==> config.mk <==
export PLATFORM = sky130hd
export DESIGN_NAME = resv_unit
export DESIGN_NICKNAME = d
export VERILOG_FILES = /design/src/rtl/resv_pkg.sv /design/src/rtl/resv_granule_cmp.sv /design/src/rtl/resv_track.sv /design/src/rtl/resv_sc_eval.sv /design/src/rtl/resv_unit.sv
export SDC_FILE = /design/constraint.sdc
export NUM_CORES = 1
export LEC_CHECK = 0
export ABC_AREA = 1
export ABC_CLOCK_PERIOD_IN_PS = 2500
export BUFFER_PORTS_ARGS = -buffer_cell sky130_fd_sc_hd__buf_2
export CAP_MARGIN = 20
export CELL_PAD_IN_SITES_DETAIL_PLACEMENT = 0
export CELL_PAD_IN_SITES_GLOBAL_PLACEMENT = 1
export CORE_UTILIZATION = 30
export CTS_BUF_LIST = sky130_fd_sc_hd__clkbuf_16
export CTS_CLUSTER_DIAMETER = 100
export DETAILED_ROUTE_END_ITERATION = 8
export HOLD_SLACK_MARGIN = 0.03
export PLACE_DENSITY_LB_ADDON = 0.08
export SLEW_MARGIN = 0
export SYNTH_ARGS = -nofsm -noshare
export SYNTH_HDL_FRONTEND = slang
export SYNTH_SLANG_ARGS = --single-unit
==> constraint.sdc <==
create_clock -name clk_i -period 2.5 [get_ports clk_i]
set_input_delay 0.125 -clock clk_i [delete_from_list [all_inputs] [get_ports clk_i]]
set_output_delay 0.125 -clock clk_i [all_outputs]
set_load 0.03 [all_outputs]
==> src/rtl/resv_pkg.sv <==
package resv_pkg;
  typedef struct packed {
    logic done;
    logic pass;
  } sc_rsp_t;

  typedef enum logic [1:0] {
    RV_HOLD = 2'd0,
    RV_SET  = 2'd1,
    RV_KILL = 2'd2
  } rv_op_e;
endpackage

==> src/rtl/resv_granule_cmp.sv <==
module resv_granule_cmp #(
  parameter int ADDR_W   = 32,
  parameter int GRAN_LSB = 5,
  localparam int TAG_W   = ADDR_W - GRAN_LSB
) (
  input  logic [TAG_W-1:0]  tag_i,
  input  logic [ADDR_W-1:0] addr_i,
  output logic              hit_o
);
  assign hit_o = (addr_i[ADDR_W-1:GRAN_LSB] == tag_i);

  generate
    if (GRAN_LSB > 0) begin : g_off
      logic unused_off;
      assign unused_off = ^addr_i[GRAN_LSB-1:0];
    end
  endgenerate
endmodule

==> src/rtl/resv_track.sv <==
module resv_track
  import resv_pkg::*;
#(
  parameter int ADDR_W   = 32,
  parameter int GRAN_LSB = 5,
  localparam int TAG_W   = ADDR_W - GRAN_LSB
) (
  input  logic              clk_i,
  input  logic              rst_ni,
  input  logic              lr_i,
  input  logic [ADDR_W-1:0] lr_addr_i,
  input  logic              kill_i,
  output logic              valid_o,
  output logic [TAG_W-1:0]  tag_o
);
  rv_op_e           op;
  logic             valid_q;
  logic [TAG_W-1:0] tag_q;

  // new reservation outranks any kill of the old one
  always_comb begin
    if (lr_i)        op = RV_SET;
    else if (kill_i) op = RV_KILL;
    else             op = RV_HOLD;
  end

  always_ff @(posedge clk_i or negedge rst_ni) begin
    if (!rst_ni) begin
      valid_q <= 1'b0;
      tag_q   <= '0;
    end else begin
      unique case (op)
        RV_SET: begin
          valid_q <= 1'b1;
          tag_q   <= lr_addr_i[ADDR_W-1:GRAN_LSB];
        end
        RV_KILL: valid_q <= 1'b0;
        default: ;
      endcase
    end
  end

  generate
    if (GRAN_LSB > 0) begin : g_off
      logic unused_lr_off;
      assign unused_lr_off = ^lr_addr_i[GRAN_LSB-1:0];
    end
  endgenerate

  assign valid_o = valid_q;
  assign tag_o   = tag_q;

  AST_LR_SETS: assert property (@(posedge clk_i) disable iff (!rst_ni)
    lr_i |=> (valid_q && tag_q == $past(lr_addr_i[ADDR_W-1:GRAN_LSB])));
  AST_KILL_CLEARS: assert property (@(posedge clk_i) disable iff (!rst_ni)
    (kill_i && !lr_i) |=> !valid_q);
  AST_TAG_KEPT: assert property (@(posedge clk_i) disable iff (!rst_ni)
    !lr_i |=> $stable(tag_q));
  AST_NO_SPURIOUS_SET: assert property (@(posedge clk_i) disable iff (!rst_ni)
    (!lr_i && !valid_q) |=> !valid_q);
endmodule

==> src/rtl/resv_sc_eval.sv <==
module resv_sc_eval
  import resv_pkg::*;
(
  input  logic clk_i,
  input  logic rst_ni,
  input  logic sc_i,
  input  logic resv_valid_i,
  input  logic snoop_hit_i,
  output logic done_o,
  output logic pass_o
);
  sc_rsp_t rsp_d, rsp_q;

  // snoop hit this cycle beats a still-set flag
  always_comb begin
    rsp_d.done = sc_i;
    rsp_d.pass = sc_i & resv_valid_i & ~snoop_hit_i;
  end

  always_ff @(posedge clk_i or negedge rst_ni) begin
    if (!rst_ni) rsp_q <= '0;
    else         rsp_q <= rsp_d;
  end

  assign done_o = rsp_q.done;
  assign pass_o = rsp_q.pass;

  AST_PASS_QUALIFIED: assert property (@(posedge clk_i) disable iff (!rst_ni)
    rsp_q.pass |-> rsp_q.done);
  AST_DONE_ONE_SHOT: assert property (@(posedge clk_i) disable iff (!rst_ni)
    !sc_i |=> !rsp_q.done);
  AST_DONE_FOLLOWS: assert property (@(posedge clk_i) disable iff (!rst_ni)
    sc_i |=> rsp_q.done);
  AST_NO_RESV_FAIL: assert property (@(posedge clk_i) disable iff (!rst_ni)
    (sc_i && !resv_valid_i) |=> !rsp_q.pass);
  AST_SNOOP_WINS: assert property (@(posedge clk_i) disable iff (!rst_ni)
    (sc_i && snoop_hit_i) |=> !rsp_q.pass);
endmodule

==> src/rtl/resv_unit.sv <==
module resv_unit
  import resv_pkg::*;
#(
  parameter int ADDR_W   = 32,
  parameter int GRAN_LSB = 5,
  localparam int TAG_W   = ADDR_W - GRAN_LSB
) (
  input  logic              clk_i,
  input  logic              rst_ni,
  input  logic              lr_valid_i,
  input  logic [ADDR_W-1:0] lr_addr_i,
  input  logic              sc_valid_i,
  input  logic              snoop_valid_i,
  input  logic [ADDR_W-1:0] snoop_addr_i,
  output logic              sc_done_o,
  output logic              sc_pass_o,
  output logic              resv_o
);
  logic             resv_valid;
  logic [TAG_W-1:0] resv_tag;
  logic             gran_match;
  logic             snoop_hit;
  logic             kill;

  resv_granule_cmp #(.ADDR_W(ADDR_W), .GRAN_LSB(GRAN_LSB)) u_cmp (
    .tag_i  (resv_tag),
    .addr_i (snoop_addr_i),
    .hit_o  (gran_match)
  );

  assign snoop_hit = snoop_valid_i & resv_valid & gran_match;
  assign kill      = sc_valid_i | snoop_hit;

  resv_track #(.ADDR_W(ADDR_W), .GRAN_LSB(GRAN_LSB)) u_track (
    .clk_i     (clk_i),
    .rst_ni    (rst_ni),
    .lr_i      (lr_valid_i),
    .lr_addr_i (lr_addr_i),
    .kill_i    (kill),
    .valid_o   (resv_valid),
    .tag_o     (resv_tag)
  );

  resv_sc_eval u_sc (
    .clk_i        (clk_i),
    .rst_ni       (rst_ni),
    .sc_i         (sc_valid_i),
    .resv_valid_i (resv_valid),
    .snoop_hit_i  (snoop_hit),
    .done_o       (sc_done_o),
    .pass_o       (sc_pass_o)
  );

  assign resv_o = resv_valid;

  AST_SC_CONSUMES: assert property (@(posedge clk_i) disable iff (!rst_ni)
    (sc_valid_i && !lr_valid_i) |=> !resv_o);
  AST_SNOOP_KILLS: assert property (@(posedge clk_i) disable iff (!rst_ni)
    (snoop_valid_i && resv_o && !lr_valid_i &&
     snoop_addr_i[ADDR_W-1:GRAN_LSB] == resv_tag) |=> !resv_o);
  AST_LR_SURVIVES: assert property (@(posedge clk_i) disable iff (!rst_ni)
    lr_valid_i |=> resv_o);
endmodule

==> results of run 1 <==
[stage by stage]
step / instances / setup slack, ns
2_1_floorplan: 259 / 1.288
3_3_place_gp: 384 / 1.251
3_5_place_dp: 384 / 1.249
4_1_cts: 394 / 1.293
5_1_grt: 394 / 1.135
6_report: 394 / 1.328
[worst min-delay path: cells and delay by family]
family                 cells  cell delay, ns
and+or+nand+nor            1            0.04
buffers and inverters      1            0.07
AOI/OAI and AO/OA          1            0.05
[cell families (layout without fill, tap and decap cells)]
group | count (synthesis) | in the layout | synth area share [%]
buffers and inverters | 61 | 126 | 14.09
AOI/OAI and AO/OA | 27 | 27 | 8.333
and+or+nand+nor | 141 | 141 | 32.12
DFF | 30 | 30 | 45.45
[registers in the layout, indices dropped and copies added, names as in the netlist]
name,count
u_track.valid_o,1
u_track.tag_o,27
u_sc.done_o,1
u_sc.pass_o,1
[power by group]
group	total (uW)	internal, uW	switching, uW
combinational	204	86.6	117
sequential	550	529	21.4
clock	551	358	193
total	1310	974	332
[routing by layer]
metal | share of wire, % | vias to the layer above | wire length [um] | GRT usage (%)
li1 | - | 877 | - | -
met1 | 48 | 634 | 1734 | 17.31
met2 | 45 | 37 | 1621 | 23.45
met3 | 5.2 | 4 | 188 | 3.353
met4 | 1.2 | 0 | 44 | 5.192
met5 | 0 | - | 0 | 0
[cells in the final DEF, fill, tap and decap left out, drive strengths merged]
cell,instances
dlygate4sd3,2
clkinv,2
nand2,122
inv,56
buf,61
nand3,1
nor2,18
clkbuf,5
o21ai,26
dfrtp,30
o21bai,1
[timing repair]
action | CTS | global route
hold buffers | 2 | 0
buffers inserted | 0 | 0
endpoints found under the setup margin | 0 | 0
endpoints found under the hold margin | 31 | 0
[worst paths after layout]
path | from | endpoint | slack, ns | depth (start not counted)
worst max-delay path | u_track.valid_o$_DFFE_PN0P_ | u_track.valid_o$_DFFE_PN0P_ | 1.33 | 7
worst min-delay path | lr_addr_i[26] | u_track.tag_o[21]$_DFFE_PN0N_ | 0.06 | 3
worst max register to register | u_track.valid_o$_DFFE_PN0P_ | u_track.valid_o$_DFFE_PN0P_ | 1.33 | 7
worst min register to register | u_track.tag_o[4]$_DFFE_PN0N_ | u_track.tag_o[4]$_DFFE_PN0N_ | 0.49 | 2
max in group asynchronous | rst_ni | u_track.tag_o[5]$_DFFE_PN0N_ | 1.62 | 2
min in group asynchronous | rst_ni | u_track.tag_o[20]$_DFFE_PN0N_ | 0.44 | 2
[layout make-up]
type                            count  area (um^2)  share of cell area [%]
Sequential cell                    30        750.7                   34.50
Multi-Input combinational cell    168        668.1                   30.71
Timing Repair Buffer               63        325.3                   14.95
Inverter                           55        206.4                   9.488
Clock buffer                        5        125.1                   5.750
Tap cell                           70        87.58                   4.025
Clock inverter                      3        12.51                  0.5750
==> reports/summary.txt, run 1 <==
Status - finished, final reports clean
Leak - 0.001337 uW
#FFs+latches synth - 30
Post-synthesis cell area - 1652 um^2
CP endpoint kind - register
Drt drc - 0
Share of the synthesized area in the top cell type - 45.45%
Initial antenna violation count - 0
Area grow syn2layout - 31.74%
Finished Cell Area - 2176 um^2
Number of antenna diodes - 0
First-pass GRT wire length - 6.389 mm
Number of synthesized flops with an enable pin - 0
TritonCTS clock tree - done
Seq/Total Area, Yosys - 45.45%
Most frequent cell after synthesis - nand2_1
Fill count - 604
Final Max Slew Viols - 0
Fin crit share - 46.86%
Routed WL - 3.589 mm
Synth Flop Type - dfrtp_1
Type of the worst min-delay path - in -> reg
Clock slew at reported path FFs - 0.05 ns
Worst skew pair latency - 0.27 ns
GP Congestion - 0.7000
Yosys warning count - 0
WS Path Type - reg -> reg
Fin. Hold Viols - 0
Max stage delay on crit path - 0.42 ns
Avg WL per Cell - 9.109 um
Site row count - 26
Avg Inst Size Synth - 6.377 um^2
Hold slack - 0.05986 ns
CP most frequent cell - nand2_1
Synth top area cells - dfrtp_1 (45%), nand2_1 (28%), inv_1 (13%), o21ai_0 (7.9%), nor2_1 (4.1%)
NumNets Final - 392
Share of cells above drive strength 1 - 20.68%
Final setup vio count - 0
Root Buffer - clkbuf_16
Slowest stage cell, crit path - dfrtp_1
Overall Power - 1305 uW
Vias in the first global route - 1517
Clock sink count - 30
CTS resizes - 0
Max Cap Viol - 0
Max_slew headroom - 47.60%
Min Tclk post-route - 1.172 ns
DP Wirelength - 2.718 mm
Worst EP required - 2.66 ns
Vias - 1552
WP buf/inv - 0
IO Port Bufs - 61
Post-DP Area - 2018 um^2
Pin count of the biggest net entering global routing - 54
CTS buffer count - 5
RSZ-0062 raised after global routing - false
Worst ir drop on vdd - 292.1 uV
Setup TNS - 0 ns
Total gr overflow - 0
Final Util - 41.80%
Die area - 5806 um^2
CP cell instances - nand2_1 -> nor2_1 -> nand2_1 -> nor2_1 -> nand3_1 -> o21bai_1 -> nand2_1
Async S/R FF share, synth - 100.0%
Net Count, Synth - 328
Starting Density - 31.73%
Drt first pass iters - 4
Worst-margin pin slew - 0.7860 ns
Synth area leader - dfrtp_1
Cell count after synthesis - 259
Core Box Area - 5205 um^2
Horiz. Die Dim - 76.20 um
Commonest cells post-synth - nand2_1 (122), inv_1 (55), dfrtp_1 (30), o21ai_0 (26), nor2_1 (18)
CP top delay family - simple AND/OR/NAND/NOR gates
Chip Height - 76.20 um
Skew final - 0.004862 ns
Yosys cell types - 9
All-Layer GR Usage - 13.94%
Max FO, Critical Path - 4
Worst EP arrival - 1.33 ns
Worst Setup Start Kind - register
Routed Antenna Nets - 0
Routed vias/inst - 3.939
Max Buffers Root-to-Sink - 2
Initial DRC count - 59
Power Density - 599.9 nW/um^2
H-tree depth - 2
Maximum clock frequency - 853.5 MHz
Io pins - 72
No activity file was read; power rests on OpenSTA's default activity.
==> run 2: changes to the inputs <==
--- a/config.mk
+++ b/config.mk
@@ -6,12 +6,12 @@
 export NUM_CORES = 1
 export LEC_CHECK = 0
 export ABC_AREA = 1
-export ABC_CLOCK_PERIOD_IN_PS = 2500
+export ABC_CLOCK_PERIOD_IN_PS = 1060
 export BUFFER_PORTS_ARGS = -buffer_cell sky130_fd_sc_hd__buf_2
 export CAP_MARGIN = 20
 export CELL_PAD_IN_SITES_DETAIL_PLACEMENT = 0
 export CELL_PAD_IN_SITES_GLOBAL_PLACEMENT = 1
-export CORE_UTILIZATION = 30
+export CORE_UTILIZATION = 28
 export CTS_BUF_LIST = sky130_fd_sc_hd__clkbuf_16
 export CTS_CLUSTER_DIAMETER = 100
 export DETAILED_ROUTE_END_ITERATION = 8
==> constraint.sdc (replaced) <==
create_clock -name clk_i -period 1.06 [get_ports clk_i]
set_input_delay 0.053 -clock clk_i [delete_from_list [all_inputs] [get_ports clk_i]]
set_output_delay 0.053 -clock clk_i [all_outputs]
set_load 0.03 [all_outputs]
==> reports/summary.txt, run 2 (synthesis results as in run 1) <==
M3 GR Usage - 4.483% (was 3.353%)
Hold Crit Depth - 3 (unchanged)
Leak - 0.001560 uW (was 0.001337 uW)
Vias in the first global route - 1666 (was 1517)
All-Layer GR Usage - 15.61% (was 13.94%)
Routed WL - 4.263 mm (was 3.589 mm)
Worst ir drop on vdd - 576.7 uV (was 292.1 uV)
Met2 usage - 26.00% (was 23.45%)
Vias - 1738 (was 1552)
Avg WL per Cell - 9.601 um (was 9.109 um)
Commonest non-fill, non-tap cells in the layout - nand2_1 (122), buf_2 (60), inv_1 (55) (was nand2_1 (122), buf_2 (61), inv_1 (56))
Violated checks - setup timing
Max_slew headroom - 77.00% (was 47.60%)
NumNets Final - 440 (was 392)
First-pass GRT wire length - 7.258 mm (was 6.389 mm)
Final WS setup - -0.1221 ns (was 1.328 ns)
Drt drc - 0 (unchanged)
Min Tclk post-route - 1.182 ns (was 1.172 ns)
Routed vias/inst - 3.914 (was 3.939)
Worst skew pair latency - 0.27 ns (about the same)
Routed Antenna Nets - 0 (unchanged)
Type of the worst min-delay path - in -> reg (unchanged)
Setup TNS - -0.1766 ns (was 0 ns)
Fin crit share - 111.5% (was 46.86%)
R2R Path Start - u_track.tag_o[22]$_DFFE_PN0N_ (was u_track.valid_o$_DFFE_PN0P_)
Max Buffers Root-to-Sink - 2 (unchanged)
Initial DRC count - 84 (was 59)
Clock sink count - 30 (unchanged)
Final Util - 47.14% (was 41.80%)
Commonest non-fill, non-tap cell in the layout - nand2_1 (unchanged)
Status - complete, but fails checks (was finished, final reports clean)
Placed insts - 406 (was 384)
Met1 Resource Use GR - 18.68% (was 17.31%)
TritonCTS clock tree - done (unchanged)
Worst hold path startpoint - lr_valid_i (was lr_addr_i[26])
Die area - 6209 um^2 (was 5806 um^2)
Pin count of the biggest net entering global routing - 19 (was 54)
Power Density - 1250 nW/um^2 (was 599.9 nW/um^2)
RR Endpoint - u_track.valid_o$_DFFE_PN0P_ (unchanged)
Site row count - 27 (was 26)
GP Congestion - 0.7218 (was 0.7000)
Number of antenna diodes - 0 (unchanged)
Total gr overflow - 0 (unchanged)
DP Wirelength - 3.218 mm (was 2.718 mm)
Max reg flops - 27 (unchanged)
Clock slew at reported path FFs - 0.05 ns (about the same)
Worst Setup Start Kind - register (unchanged)
Setup slack, reg-to-reg - -0.12 ns (was 1.33 ns)
RSZ-0062 raised after global routing - true (was false)
CTS buffer count - 5 (unchanged)
Worst EP arrival - 1.34 ns (was 1.33 ns)
Non-filler cells, final - 444 (was 394)
Worst slack, placed - -0.1514 ns (was 1.249 ns)
Chip Height - 78.80 um (was 76.20 um)
Final setup vio count - 2 (was 0)
Root Buffer - clkbuf_16 (unchanged)
Worst EP required - 1.22 ns (was 2.66 ns)
Skew final - 0.006121 ns (was 0.004862 ns)
Core Box Area - 5608 um^2 (was 5205 um^2)
Fin. Hold Viols - 0 (unchanged)
Share of cells above drive strength 1 - 24.73% (was 20.68%)
Area grow syn2layout - 60.08% (was 31.74%)
Maximum clock frequency - 845.9 MHz (was 853.5 MHz)
Horiz. Die Dim - 78.80 um (was 76.20 um)
Starting Density - 29.45% (was 31.73%)
Fill count - 592 (was 604)
Initial antenna violation count - 0 (unchanged)
Final Max Slew Viols - 0 (unchanged)
Overall Power - 3304 uW (was 1305 uW)
Max Cap Viol - 0 (unchanged)
CP endpoint kind - register (unchanged)
GR peak layer - met2 (unchanged)
H-tree depth - 2 (unchanged)
Worst-margin pin slew - 0.3450 ns (was 0.7860 ns)
WHS Endpoint - u_track.tag_o[4]$_DFFE_PN0N_ (was u_track.tag_o[21]$_DFFE_PN0N_)
Io pins - 72 (unchanged)
R2R cell count - 9 (was 7)
Max FO, Critical Path - 2 (was 4)
IO Port Bufs - 61 (unchanged)
Drt first pass iters - 4 (unchanged)
WS Path Type - reg -> reg (unchanged)
## run 2: power breakdown
| group | internal [uW] | switching [uW] |
|---|---|---|
| Sequential | 1250 | 46.8 |
| Clock | 846 | 489 |
| Combinational | 355 | 320 |
| Total | 2450 | 855 |
## run 2: critical path, stage by stage, from the launching register on
cell	delay, ns
dfrtp_1	0.34
inv_1	0.05
nand2_1	0.05
nand2_1	0.05
nor2_1	0.11
nand2_1	0.08
nor2_2	0.11
nand2_1	0.08
o21bai_1	0.14
nand2_1	0.07
## run 2: timing repair
item	4_1_cts	5_1_grt
pin swaps	9	6
resized for setup	2	5
buffers inserted	1	0
hold buffers	29	0
setup endpoints to repair	2	3
gates cloned	0	0
endpoints found under the hold margin	59	0
## run 2: through the flow
step	cell area [um^2]	hold WS, ns
after floorplan	1653	-0.2426
after global placement	2197	-0.01012
after detailed placement	2197	-0.02134
after CTS	2635	0.1489
after global routing	2644	0.1659
final	2644	0.1383
## run 2: worst max path at each step
stage	from	endpoint	slack, ns	cells past startpoint
floorplan	u_track.valid_o$_DFFE_PN0P_	u_track.valid_o$_DFFE_PN0P_	-0.02	7
CTS	u_track.tag_o[8]$_DFFE_PN0N_	u_track.valid_o$_DFFE_PN0P_	-0.15	8
global placement	u_track.tag_o[8]$_DFFE_PN0N_	u_track.valid_o$_DFFE_PN0P_	-0.14	9
detailed placement	u_track.tag_o[21]$_DFFE_PN0N_	u_track.valid_o$_DFFE_PN0P_	-0.15	9
finish	u_track.tag_o[22]$_DFFE_PN0N_	u_track.valid_o$_DFFE_PN0P_	-0.12	9
global route	u_track.tag_o[8]$_DFFE_PN0N_	u_track.valid_o$_DFFE_PN0P_	-0.25	8
## run 2: cell type report
type	instances	area, um^2	share of cell area (%)
clock inverter	3	12.51	0.4733
sequential	30	752.0	28.44
clock buffer	5	125.1	4.733
timing repair buffer	111	784.5	29.67
inverter	55	206.4	7.809
tap	72	90.09	3.407
multi-input combinational	168	673.1	25.46
## run 2: routing by layer
layer,up-vias,routed length [um],share of wire [%]
met2,38,1958,46
met5,-,0,0
li1,974,-,-
met3,6,218,5.1
met1,720,2011,47
met4,0,75,1.8
